`src/rtl/spi_m3_pkg.sv`:
```
// Shared types for the mode-3 SPI master.
// Assumes nothing beyond a standard SystemVerilog package scope.
package spi_m3_pkg;
    typedef enum logic {
        SEQ_IDLE = 1'b0,
        SEQ_RUN  = 1'b1
    } seq_state_e;
endpackage

```
`src/rtl/spi_m3_tick.sv`:
```
// Half-period tick generator.
// While run is high, it emits one tick every HALF_DIV system clocks, and the
// first tick comes HALF_DIV clocks after run rises.
// Assumes HALF_DIV >= 2.
module spi_m3_tick #(
    parameter int HALF_DIV = 14
) (
    input  logic clk,
    input  logic rst_n,
    input  logic run,
    output logic tick
);
    localparam int CW = (HALF_DIV > 2) ? $clog2(HALF_DIV) : 1;
    localparam logic [CW-1:0] LAST = CW'(HALF_DIV - 1);

    logic [CW-1:0] cnt;

    // Count system clocks within a half period; restart whenever idle.
    always_ff @(posedge clk) begin
        if (!rst_n || !run) begin
            cnt <= '0;
        end else if (cnt == LAST) begin
            cnt <= '0;
        end else begin
            cnt <= cnt + 1'b1;
        end
    end

    // Tick on the last count of each half period.
    assign tick = run && (cnt == LAST);

    // Ticks are never adjacent, so each half period lasts at least two clocks.
    assert_tick_spacing_R4: assert property (@(posedge clk) disable iff (!rst_n)
        tick |=> !tick);
endmodule

```
`src/rtl/spi_m3_seq.sv`:
```
// Transfer sequencer.
// Owns the select line, the serial clock, busy and done. It walks through
// 2*DATA_W+1 half periods: a lead-in, alternating fall/rise edges, and a
// trail-out that closes the transfer.
// Assumes one tick per half period from spi_m3_tick.
module spi_m3_seq
    import spi_m3_pkg::*;
#(
    parameter int DATA_W = 8
) (
    input  logic clk,
    input  logic rst_n,
    input  logic start,
    input  logic tick,
    output logic run,
    output logic load,
    output logic fall_ev,
    output logic shift_ev,
    output logic finish,
    output logic busy,
    output logic done,
    output logic cs_n,
    output logic sclk
);
    localparam int LAST_H = 2 * DATA_W;
    localparam int HW = $clog2(LAST_H + 1);
    localparam logic [HW-1:0] H_END  = HW'(LAST_H);
    localparam logic [HW-1:0] H_LROS = HW'(LAST_H - 1);

    seq_state_e    state;
    logic [HW-1:0] hcnt;
    logic          rise_ev;

    // Decode which serial-clock event the current tick represents.
    always_comb begin
        run      = (state == SEQ_RUN);
        load     = (state == SEQ_IDLE) && start;
        fall_ev  = run && tick && !hcnt[0] && (hcnt != H_END);
        rise_ev  = run && tick && hcnt[0];
        shift_ev = rise_ev && (hcnt != H_LROS);
        finish   = run && tick && (hcnt == H_END);
    end

    // Sequence state, half-period index and the line registers.
    always_ff @(posedge clk) begin
        if (!rst_n) begin
            state <= SEQ_IDLE;
            hcnt  <= '0;
            cs_n  <= 1'b1;
            sclk  <= 1'b1;
            busy  <= 1'b0;
            done  <= 1'b0;
        end else begin
            done <= 1'b0;
            if (load) begin
                state <= SEQ_RUN;
                hcnt  <= '0;
                cs_n  <= 1'b0;
                busy  <= 1'b1;
            end else if (run && tick) begin
                hcnt <= hcnt + 1'b1;
                if (fall_ev) sclk <= 1'b0;
                if (rise_ev) sclk <= 1'b1;
                if (finish) begin
                    state <= SEQ_IDLE;
                    cs_n  <= 1'b1;
                    busy  <= 1'b0;
                    done  <= 1'b1;
                end
            end
        end
    end

    // The serial clock rests high whenever the target is deselected.
    assert_sclk_idle_high_R4: assert property (@(posedge clk) disable iff (!rst_n)
        cs_n |-> sclk);
    // Done is a single-cycle pulse.
    assert_done_single_R7: assert property (@(posedge clk) disable iff (!rst_n)
        done |=> !done);
    // A start while busy leaves the select line low.
    assert_start_ignored_R8: assert property (@(posedge clk) disable iff (!rst_n)
        (busy && start && !finish) |=> !cs_n);
endmodule

```
`src/rtl/spi_m3_shreg.sv`:
```
// Data path: a transmit shifter feeding mosi and a receive shifter fed by
// miso, plus the held result word.
// Assumes load, shift, sample and finish come from spi_m3_seq and never
// coincide.
module spi_m3_shreg #(
    parameter int DATA_W = 8
) (
    input  logic              clk,
    input  logic              rst_n,
    input  logic              load,
    input  logic [DATA_W-1:0] tx_data,
    input  logic              shift,
    input  logic              sample,
    input  logic              miso,
    input  logic              finish,
    output logic              mosi,
    output logic [DATA_W-1:0] rx_data
);
    logic [DATA_W-1:0] tx_q;
    logic [DATA_W-1:0] rx_q;

    // Transmit shifter: capture at start, move toward the MSB on rising edges.
    always_ff @(posedge clk) begin
        if (!rst_n) begin
            tx_q <= '0;
        end else if (load) begin
            tx_q <= tx_data;
        end else if (shift) begin
            tx_q <= {tx_q[DATA_W-2:0], 1'b0};
        end
    end

    // Receive shifter: take miso into the LSB on each falling edge.
    always_ff @(posedge clk) begin
        if (!rst_n) begin
            rx_q <= '0;
        end else if (sample) begin
            rx_q <= {rx_q[DATA_W-2:0], miso};
        end
    end

    // Result word: published when the transfer closes, held otherwise.
    always_ff @(posedge clk) begin
        if (!rst_n) begin
            rx_data <= '0;
        end else if (finish) begin
            rx_data <= rx_q;
        end
    end

    assign mosi = tx_q[DATA_W-1];
endmodule

```
`src/rtl/spi_m3_master.sv`:
```
// Mode-3 SPI master for one target, one word per transfer.
// Joins the tick generator, the sequencer and the data path.
// Assumes miso is stable around falling sclk edges and that the host holds
// tx_byte valid in the cycle start is sampled.
module spi_m3_master #(
    parameter int HALF_DIV = 14,
    parameter int DATA_W   = 8
) (
    input  logic              clk,
    input  logic              rst_n,
    input  logic              start,
    input  logic [DATA_W-1:0] tx_byte,
    output logic              busy,
    output logic              done,
    output logic [DATA_W-1:0] rx_byte,
    output logic              cs_n,
    output logic              sclk,
    output logic              mosi,
    input  logic              miso
);
    logic run, tick, load, fall_ev, shift_ev, finish;

    spi_m3_tick #(.HALF_DIV(HALF_DIV)) u_tick (
        .clk   (clk),
        .rst_n (rst_n),
        .run   (run),
        .tick  (tick)
    );

    spi_m3_seq #(.DATA_W(DATA_W)) u_seq (
        .clk      (clk),
        .rst_n    (rst_n),
        .start    (start),
        .tick     (tick),
        .run      (run),
        .load     (load),
        .fall_ev  (fall_ev),
        .shift_ev (shift_ev),
        .finish   (finish),
        .busy     (busy),
        .done     (done),
        .cs_n     (cs_n),
        .sclk     (sclk)
    );

    spi_m3_shreg #(.DATA_W(DATA_W)) u_shreg (
        .clk     (clk),
        .rst_n   (rst_n),
        .load    (load),
        .tx_data (tx_byte),
        .shift   (shift_ev),
        .sample  (fall_ev),
        .miso    (miso),
        .finish  (finish),
        .mosi    (mosi),
        .rx_data (rx_byte)
    );

    // Data toward the target never moves on a falling serial-clock edge.
    assert_mosi_stable_fall_R5: assert property (@(posedge clk) disable iff (!rst_n)
        $fell(sclk) |-> $stable(mosi));
    // The result word only moves in the done cycle.
    assert_rx_hold_R9: assert property (@(posedge clk) disable iff (!rst_n)
        !done |-> $stable(rx_byte));
endmodule

```
`config.mk`:
```
export PLATFORM = sky130hd
export DESIGN_NAME = spi_m3_master
export DESIGN_NICKNAME = d
export VERILOG_FILES = /design/src/rtl/spi_m3_pkg.sv /design/src/rtl/spi_m3_tick.sv /design/src/rtl/spi_m3_seq.sv /design/src/rtl/spi_m3_shreg.sv /design/src/rtl/spi_m3_master.sv
export SDC_FILE = /design/constraint.sdc
export NUM_CORES = 1
export LEC_CHECK = 0
export ABC_CLOCK_PERIOD_IN_PS = 4100
export BUFFER_PORTS_ARGS = -buffer_cell sky130_fd_sc_hd__clkbuf_2
export CORE_UTILIZATION = 50
export CTS_CLUSTER_DIAMETER = 40
export CTS_CLUSTER_SIZE = 16
export DETAILED_ROUTE_END_ITERATION = 8
export GPL_ROUTABILITY_DRIVEN = 0
export GPL_TIMING_DRIVEN = 0
export PLACE_DENSITY = 0.72
export REMOVE_ABC_BUFFERS = 1
export SLEW_MARGIN = 25
export SYNTH_ARGS = -nofsm -noshare
export SYNTH_HDL_FRONTEND = slang
export SYNTH_SLANG_ARGS = --single-unit
```
`constraint.sdc`:
```
create_clock -name clk -period 4.1 [get_ports clk]
set_input_delay 0.82 -clock clk [delete_from_list [all_inputs] [get_ports clk]]
set_output_delay 0.82 -clock clk [all_outputs]
set_load 0.01 [all_outputs]
```
==> results.py, run 1 <==
metrics = {
    "grt": {
        "grt_pass1_vias": 1335,
        "antenna_found_initial": 0,
        "busiest_layer": "met2",
        "grt-ovfl-total": 0,
        "grt_use_total_pct": 22.4,
        "grt_max_degree": 25,
        "grt_first_pass_wirelength_um": 5660,
        "met3_usage_pct": 6.03,
        "met2_usage_pct": 40.2,
        "grt.met1_usage_pct": 25.3,
    },
    "logic_synthesis": {
        "yosys.area.top_type_share_pct": 47.8,
        "synth_warnings": 0,
        "synth_area_um2": 1550,
        "ys_ff_latch": 37,
        "postSynthAreaPerCell_um2": 8.90,
        "ys_seq_area_share_pct": 47.8,
        "synth_cell_types": 30,
        "ys_top_cells_by_area": "dfxtp_1 48%, mux2i_1 5.8%, o21ai_0 5.5%",
        "netlist_instances": 174,
        "synth_top_cell_by_area": "dfxtp_1",
    },
    "die": {
        "rows": 19,
        "initial_core_util_pct": 54.3,
        "die_w_um": 57.7,
        "fp.coreArea_um2": 2850,
        "ioPinCount": 25,
        "die_h_um": 57.7,
        "dieArea_um2": 3320,
    },
    "timing": {
        "setup_tns_ns": 0,
        "finalHoldViolCount": 0,
        "relSlewSlack_pct": 57.4,
        "fmax_ghz": 0.482,
        "min_period_ns": 2.07,
        "skew_ns": 0.0110,
        "drv_slew": 0,
        "worst-slew-pin-transition_ns": 0.638,
        "rsz0062_at_grt": "false",
        "setup_slack_ns": 2.03,
        "finalSetupViolations": 0,
        "whs_ns": 0.472,
        "fin_crit_sh_pct": 50.6,
    },
    "setup_path": {
        "path_cells": "ha_1 -> and3_1 -> ha_1 -> nand2b_1 -> or2_0 -> a211oi_1",
        "path_class": "reg -> reg",
        "slowest_delay_ns": 0.43,
        "cp-end-kind": "flop",
        "critical-path-top-delay-family": "simple AND/OR/NAND/NOR gates",
        "start_kind": "flop",
        "crit_buf_inv": 0,
        "worst_path_most_repeated_cell": "ha_1",
        "cp_max_fo": 9,
        "worst_ep_required_time_ns": 4.36,
        "cp_data_arrival_time_ns": 2.33,
        "critPathSlowestCell": "or2_0",
    },
    "run_status": {
        "violations": "DRC",
        "status": "finished, violations left",
    },
    "power_and_ir_drop": {
        "power.density_nw_per_um2": 386,
        "power_leakage_nw": 0.656,
        "combPwrFrac_pct": 5.0,
        "p_switching_mw": 0.148,
        "seqPwrFrac_pct": 55.4,
        "ir_worst_vdd_mv": 0.250,
        "internal-power_mw": 0.526,
        "switching_share_pct": 21.9,
        "power_frac_clock_pct": 39.6,
    },
    "hold_path": {
        "min_path_type": "reg -> reg",
    },
    "route": {
        "remaining_drc_errors": 1,
        "post_drt_via_cell_ratio": 5.81,
        "drt-pass1-iter-count": 6,
        "drt-total-wl_um": 3160,
        "wire_per_inst_um": 14.1,
        "vias": 1307,
        "drtAntennaViolNets": 0,
        "drt_iter0_drc": 64,
    },
    "clocking": {
        "clock_path_buffers": 2,
        "path_clk_slew_ns": 0.11,
        "root_buffer": "clkbuf_4",
        "cts_resized": 0,
        "cts_max_level": 2,
        "cts_tree": "yes",
        "cts.sinks": 37,
        "cts_made_buffers": 5,
        "clk_latency_ns": 0.35,
        "ctsHoldBuffers": 0,
        "post_cts_buffers": 0,
    },
    "cells_and_area": {
        "diodes": 0,
        "nets": 210,
        "area_growth_pct": 12.7,
        "drive_gt1_share_pct": 18.0,
        "final_cell_mix": "37 x dfxtp_1, 24 x clkbuf_2, 17 x o21ai_0, 17 x nand2_1",
        "final_common_cell": "dfxtp_1",
    },
    "placement": {
        "post-place-ws_ns": 2.02,
        "dp_hpwl_um": 2240,
        "numPortBuffers": 24,
    },
    "flow_run": {
        "drv_cap": 0,
    },
}
## worst register-to-register path, stage by stage (launching register included)
cell and delay [ns]:
dfxtp_1 0.41, ha_1 0.26, and3_1 0.19, ha_1 0.16, nand2b_1 0.27, or2_0 0.43, a211oi_1 0.27
## cells in the mapped netlist
| library cell | count |
|---|---|
| a211oi_1 | 8 |
| a21oi_1 | 12 |
| and3_1 | 1 |
| and4_1 | 1 |
| and4bb_2 | 1 |
| buf_2 | 4 |
| clkbuf_1 | 7 |
| clkbuf_2 | 1 |
| dfxtp_1 | 37 |
| ha_1 | 5 |
| inv_1 | 6 |
| mux2i_1 | 9 |
| nand2_1 | 17 |
| nand2b_1 | 2 |
| nand3_1 | 13 |
| nand4_1 | 1 |
| nand4_4 | 1 |
| nand4bb_1 | 1 |
| nor2_1 | 13 |
| nor2b_1 | 1 |
| nor3_1 | 6 |
| nor3_4 | 1 |
| nor4_1 | 1 |
| o211a_1 | 1 |
| o211ai_1 | 2 |
| o21ai_0 | 17 |
| or2_0 | 1 |
| or3_1 | 2 |
| xnor2_1 | 1 |
| xor2_1 | 1 |
## sequential cells by signal (all words and copies together), names as in the netlist
register / count
u_seq.done: 1
u_seq.busy: 1
u_shreg.tx_q: 8
u_tick.cnt: 4
u_shreg.rx_data: 8
u_shreg.rx_q: 8
u_seq.sclk: 1
u_seq.cs_n: 1
u_seq.hcnt: 5
## final timing paths
kind / start / endpoint / slack [ns] / cells after the start
max: u_seq.hcnt[0] / u_shreg.tx_q[1] / 2.03 / 6
min: u_shreg.rx_q[0] / u_shreg.rx_data[0] / 0.47 / 2
max reg2reg: u_seq.hcnt[0] / u_shreg.tx_q[1] / 2.03 / 6
min reg2reg: u_shreg.rx_q[0] / u_shreg.rx_data[0] / 0.47 / 2
## cells by family (layout without fill, tap and decap cells)
group,Yosys count,count (layout),share of synthesized area [%]
compound gates,40,40,14.9
fa+ha+maj,5,5,4.04
xor+xnor,2,2,1.13
buf+inv,18,38,4.77
mux,9,9,5.82
simple gates,63,63,21.6
flops,37,37,47.8
## final cells by class
| class | count | area [um^2] |
|---|---|---|
| Fill cell | 248 | 1110 |
| Clock inverter | 2 | 37.5 |
| Timing Repair Buffer | 24 | 120 |
| Inverter | 6 | 22.5 |
| Sequential cell | 37 | 741 |
| Multi-Input combinational cell | 119 | 734 |
| Tap cell | 31 | 38.8 |
| Clock buffer | 6 | 51.3 |
## routing by layer
layer  vias up  wire, um
met5         -         0
met4         0        37
met3         5       114
met2        26      1600
met1       623      1420
li1        653         -
## power by group through the flow
stage / clock [mW] / sequential [mW] / combinational, mW
3_5_place_dp: 0 / 0.381 / 0.0334
2_1_floorplan: 0 / 0.381 / 0.0175
5_1_grt: 0.284 / 0.375 / 0.0374
3_3_place_gp: 0 / 0.381 / 0.0315
4_1_cts: 0.272 / 0.373 / 0.0335
6_report: 0.267 / 0.373 / 0.0334
## per-stage QoR
stage                     cells  power, mW  area (um^2)  utilization [%]
after floorplan             162      0.399         1500                -
after global placement      217      0.412         1660             58.1
after detailed placement    217      0.415         1660             58.1
after CTS                   225      0.679         1750             61.2
after global routing        225      0.696         1750             61.2
final                       225      0.673         1750             61.2
Power figures use the tool's default switching activity.
==> inputs of run 2 (changes only) <==
- ABC_CLOCK_PERIOD_IN_PS: 4100 -> 2000
- clock period: 4.1 -> 2 ns (I/O delays scaled with it)
==> results.py, run 2 (synthesized netlist as in run 1, its figures left out) <==
metrics = {
    "run_status": {
        "status": "finished, violations left",
        "violations": "DRC",
    },
    "grt": {
        "met2_usage_pct": 40.2,
        "grt.met1_usage_pct": 25.3,
        "antenna_found_initial": 0,
        "grt_first_pass_wirelength_um": 5660,
        "grt_use_total_pct": 22.4,
        "grt_pass1_vias": 1335,
        "busiest_layer": "met2",
        "grt-ovfl-total": 0,
        "met3_usage_pct": 6.03,
        "grt_max_degree": 25,
    },
    "cells_and_area": {
        "final_common_cell": "dfxtp_1",
        "area_growth_pct": 14.3,
        "seq_area_um2": 741,
        "nFillCells": 245,
        "multi_input_area_um2": 739,
        "diodes": 0,
        "final_cell_mix": "37 x dfxtp_1, 24 x clkbuf_2, 17 x o21ai_0, 17 x nand2_1",
        "top_regs": "u_shreg.rx_data (8), u_shreg.rx_q (8), u_shreg.tx_q (8)",
        "drive_gt1_share_pct": 19.5,
        "nets": 211,
    },
    "die": {
        "dieArea_um2": 3320,
        "initial_core_util_pct": 54.3,
        "fp.coreArea_um2": 2850,
        "die_w_um": 57.7,
        "die_h_um": 57.7,
        "ioPinCount": 25,
        "rows": 19,
    },
    "clocking": {
        "ctsHoldBuffers": 0,
        "clock_path_buffers": 2,
        "path_clk_slew_ns": 0.11,
        "cts_tree": "yes",
        "cts_made_buffers": 5,
        "cts_max_level": 2,
        "cts.sinks": 37,
        "root_buffer": "clkbuf_4",
        "clk_latency_ns": 0.35,
    },
    "hold_path": {
        "min_path_type": "in -> reg",
        "holdPathStages": 3,
        "hp-start": "miso",
        "hold_end": "u_shreg.rx_q[0]",
    },
    "power_and_ir_drop": {
        "ir_worst_vdd_mv": 0.508,
        "power_leakage_nw": 0.666,
        "power_mw": 1.38,
        "power.density_nw_per_um2": 779,
    },
    "setup_path": {
        "r2r_setup_slack_ns": 0.11,
        "rr_worst_depth": 6,
        "path_class": "reg -> reg",
        "cp_data_arrival_time_ns": 2.14,
        "cp_max_fo": 9,
        "reg2reg_to": "u_shreg.tx_q[1]",
        "worst_ep_required_time_ns": 2.25,
        "start_kind": "flop",
        "reg2reg_from": "u_seq.hcnt[0]",
        "cp-end-kind": "flop",
    },
    "timing": {
        "setup_slack_ns": 0.113,
        "rsz0062_at_grt": "false",
        "whs_ns": 0.274,
        "min_period_ns": 1.89,
        "setup_tns_ns": 0,
        "relSlewSlack_pct": 57.4,
        "finalSetupViolations": 0,
        "skew_ns": 0.0129,
        "drv_slew": 0,
        "fin_crit_sh_pct": 94.4,
        "finalHoldViolCount": 0,
        "fmax_ghz": 0.530,
        "worst-slew-pin-transition_ns": 0.638,
    },
    "route": {
        "drt-pass1-iter-count": 8,
        "vias": 1309,
        "drt-total-wl_um": 3190,
        "wire_per_inst_um": 14.1,
        "remaining_drc_errors": 1,
        "drt_iter0_drc": 73,
        "post_drt_via_cell_ratio": 5.79,
        "drtAntennaViolNets": 0,
    },
    "placement": {
        "dp_hpwl_um": 2240,
        "post-place-ws_ns": -0.0206,
        "numPortBuffers": 24,
    },
    "flow_run": {
        "drv_cap": 0,
    },
}
-- run 2: changes by cell type in the layout (fill, tap and decap cells not counted) --
cell      delta
nand2b_1     -1
or2_4        +1
or2_0        -1
nand2b_2     +1
buf_12       +1
-- run 2: per-stage QoR --
step / area (um^2) / util, % / std cells
final: 1770 / 62.1 / 226
after global routing: 1770 / 62.1 / 226
after CTS: 1750 / 61.3 / 225
after detailed placement: 1660 / 58.1 / 217
after global placement: 1660 / 58.1 / 217
after floorplan: 1500 / - / 162
-- run 2: how the worst max path moves through the flow --
stage                  startpoint              end  slack [ns]  cells past startpoint
floorplan           u_seq.hcnt[0]  u_shreg.tx_q[1]        0.26                      6
CTS                 u_seq.hcnt[0]  u_shreg.rx_q[7]        0.05                      5
global placement    u_seq.hcnt[0]  u_shreg.tx_q[2]        0.04                      6
finish              u_seq.hcnt[0]  u_shreg.tx_q[1]        0.11                      6
detailed placement  u_seq.hcnt[0]  u_shreg.tx_q[4]       -0.02                      6
global route        u_seq.hcnt[0]  u_shreg.tx_q[2]       0.004                      6
-- run 2: final cells by class --
cell class / instances / share of cell area, %
Multi-Input combinational cell: 119 / 41.8
Clock buffer: 6 / 2.90
Clock inverter: 2 / 2.12
Timing Repair Buffer: 25 / 7.92
Tap cell: 31 / 2.19
Sequential cell: 37 / 41.8
Inverter: 6 / 1.27
-- run 2: repair_timing --
item | 4_1_cts | 5_1_grt
setup buffers | 0 | 1
pin swaps | 0 | 1
setup endpoints to repair | 7 | 15
gates resized for setup | 2 | 1
-- run 2: power by group --
group          internal, mW  switching, mW
clock network         0.297          0.249
logic                0.0274         0.0409
registers             0.753         0.0119
total                  1.08          0.302
-- run 2: routing by layer --
metal	wire length [um]	vias up
met5	0	-
met4	41	0
met3	112	5
met2	1620	27
met1	1420	621
li1	-	656
-- run 2: worst max-delay path, stage by stage (launching register included) --
cell and delay (ns):
dfxtp_1 0.41, ha_1 0.26, and3_1 0.19, ha_1 0.16, nand2b_2 0.25, or2_4 0.31, a211oi_1 0.21
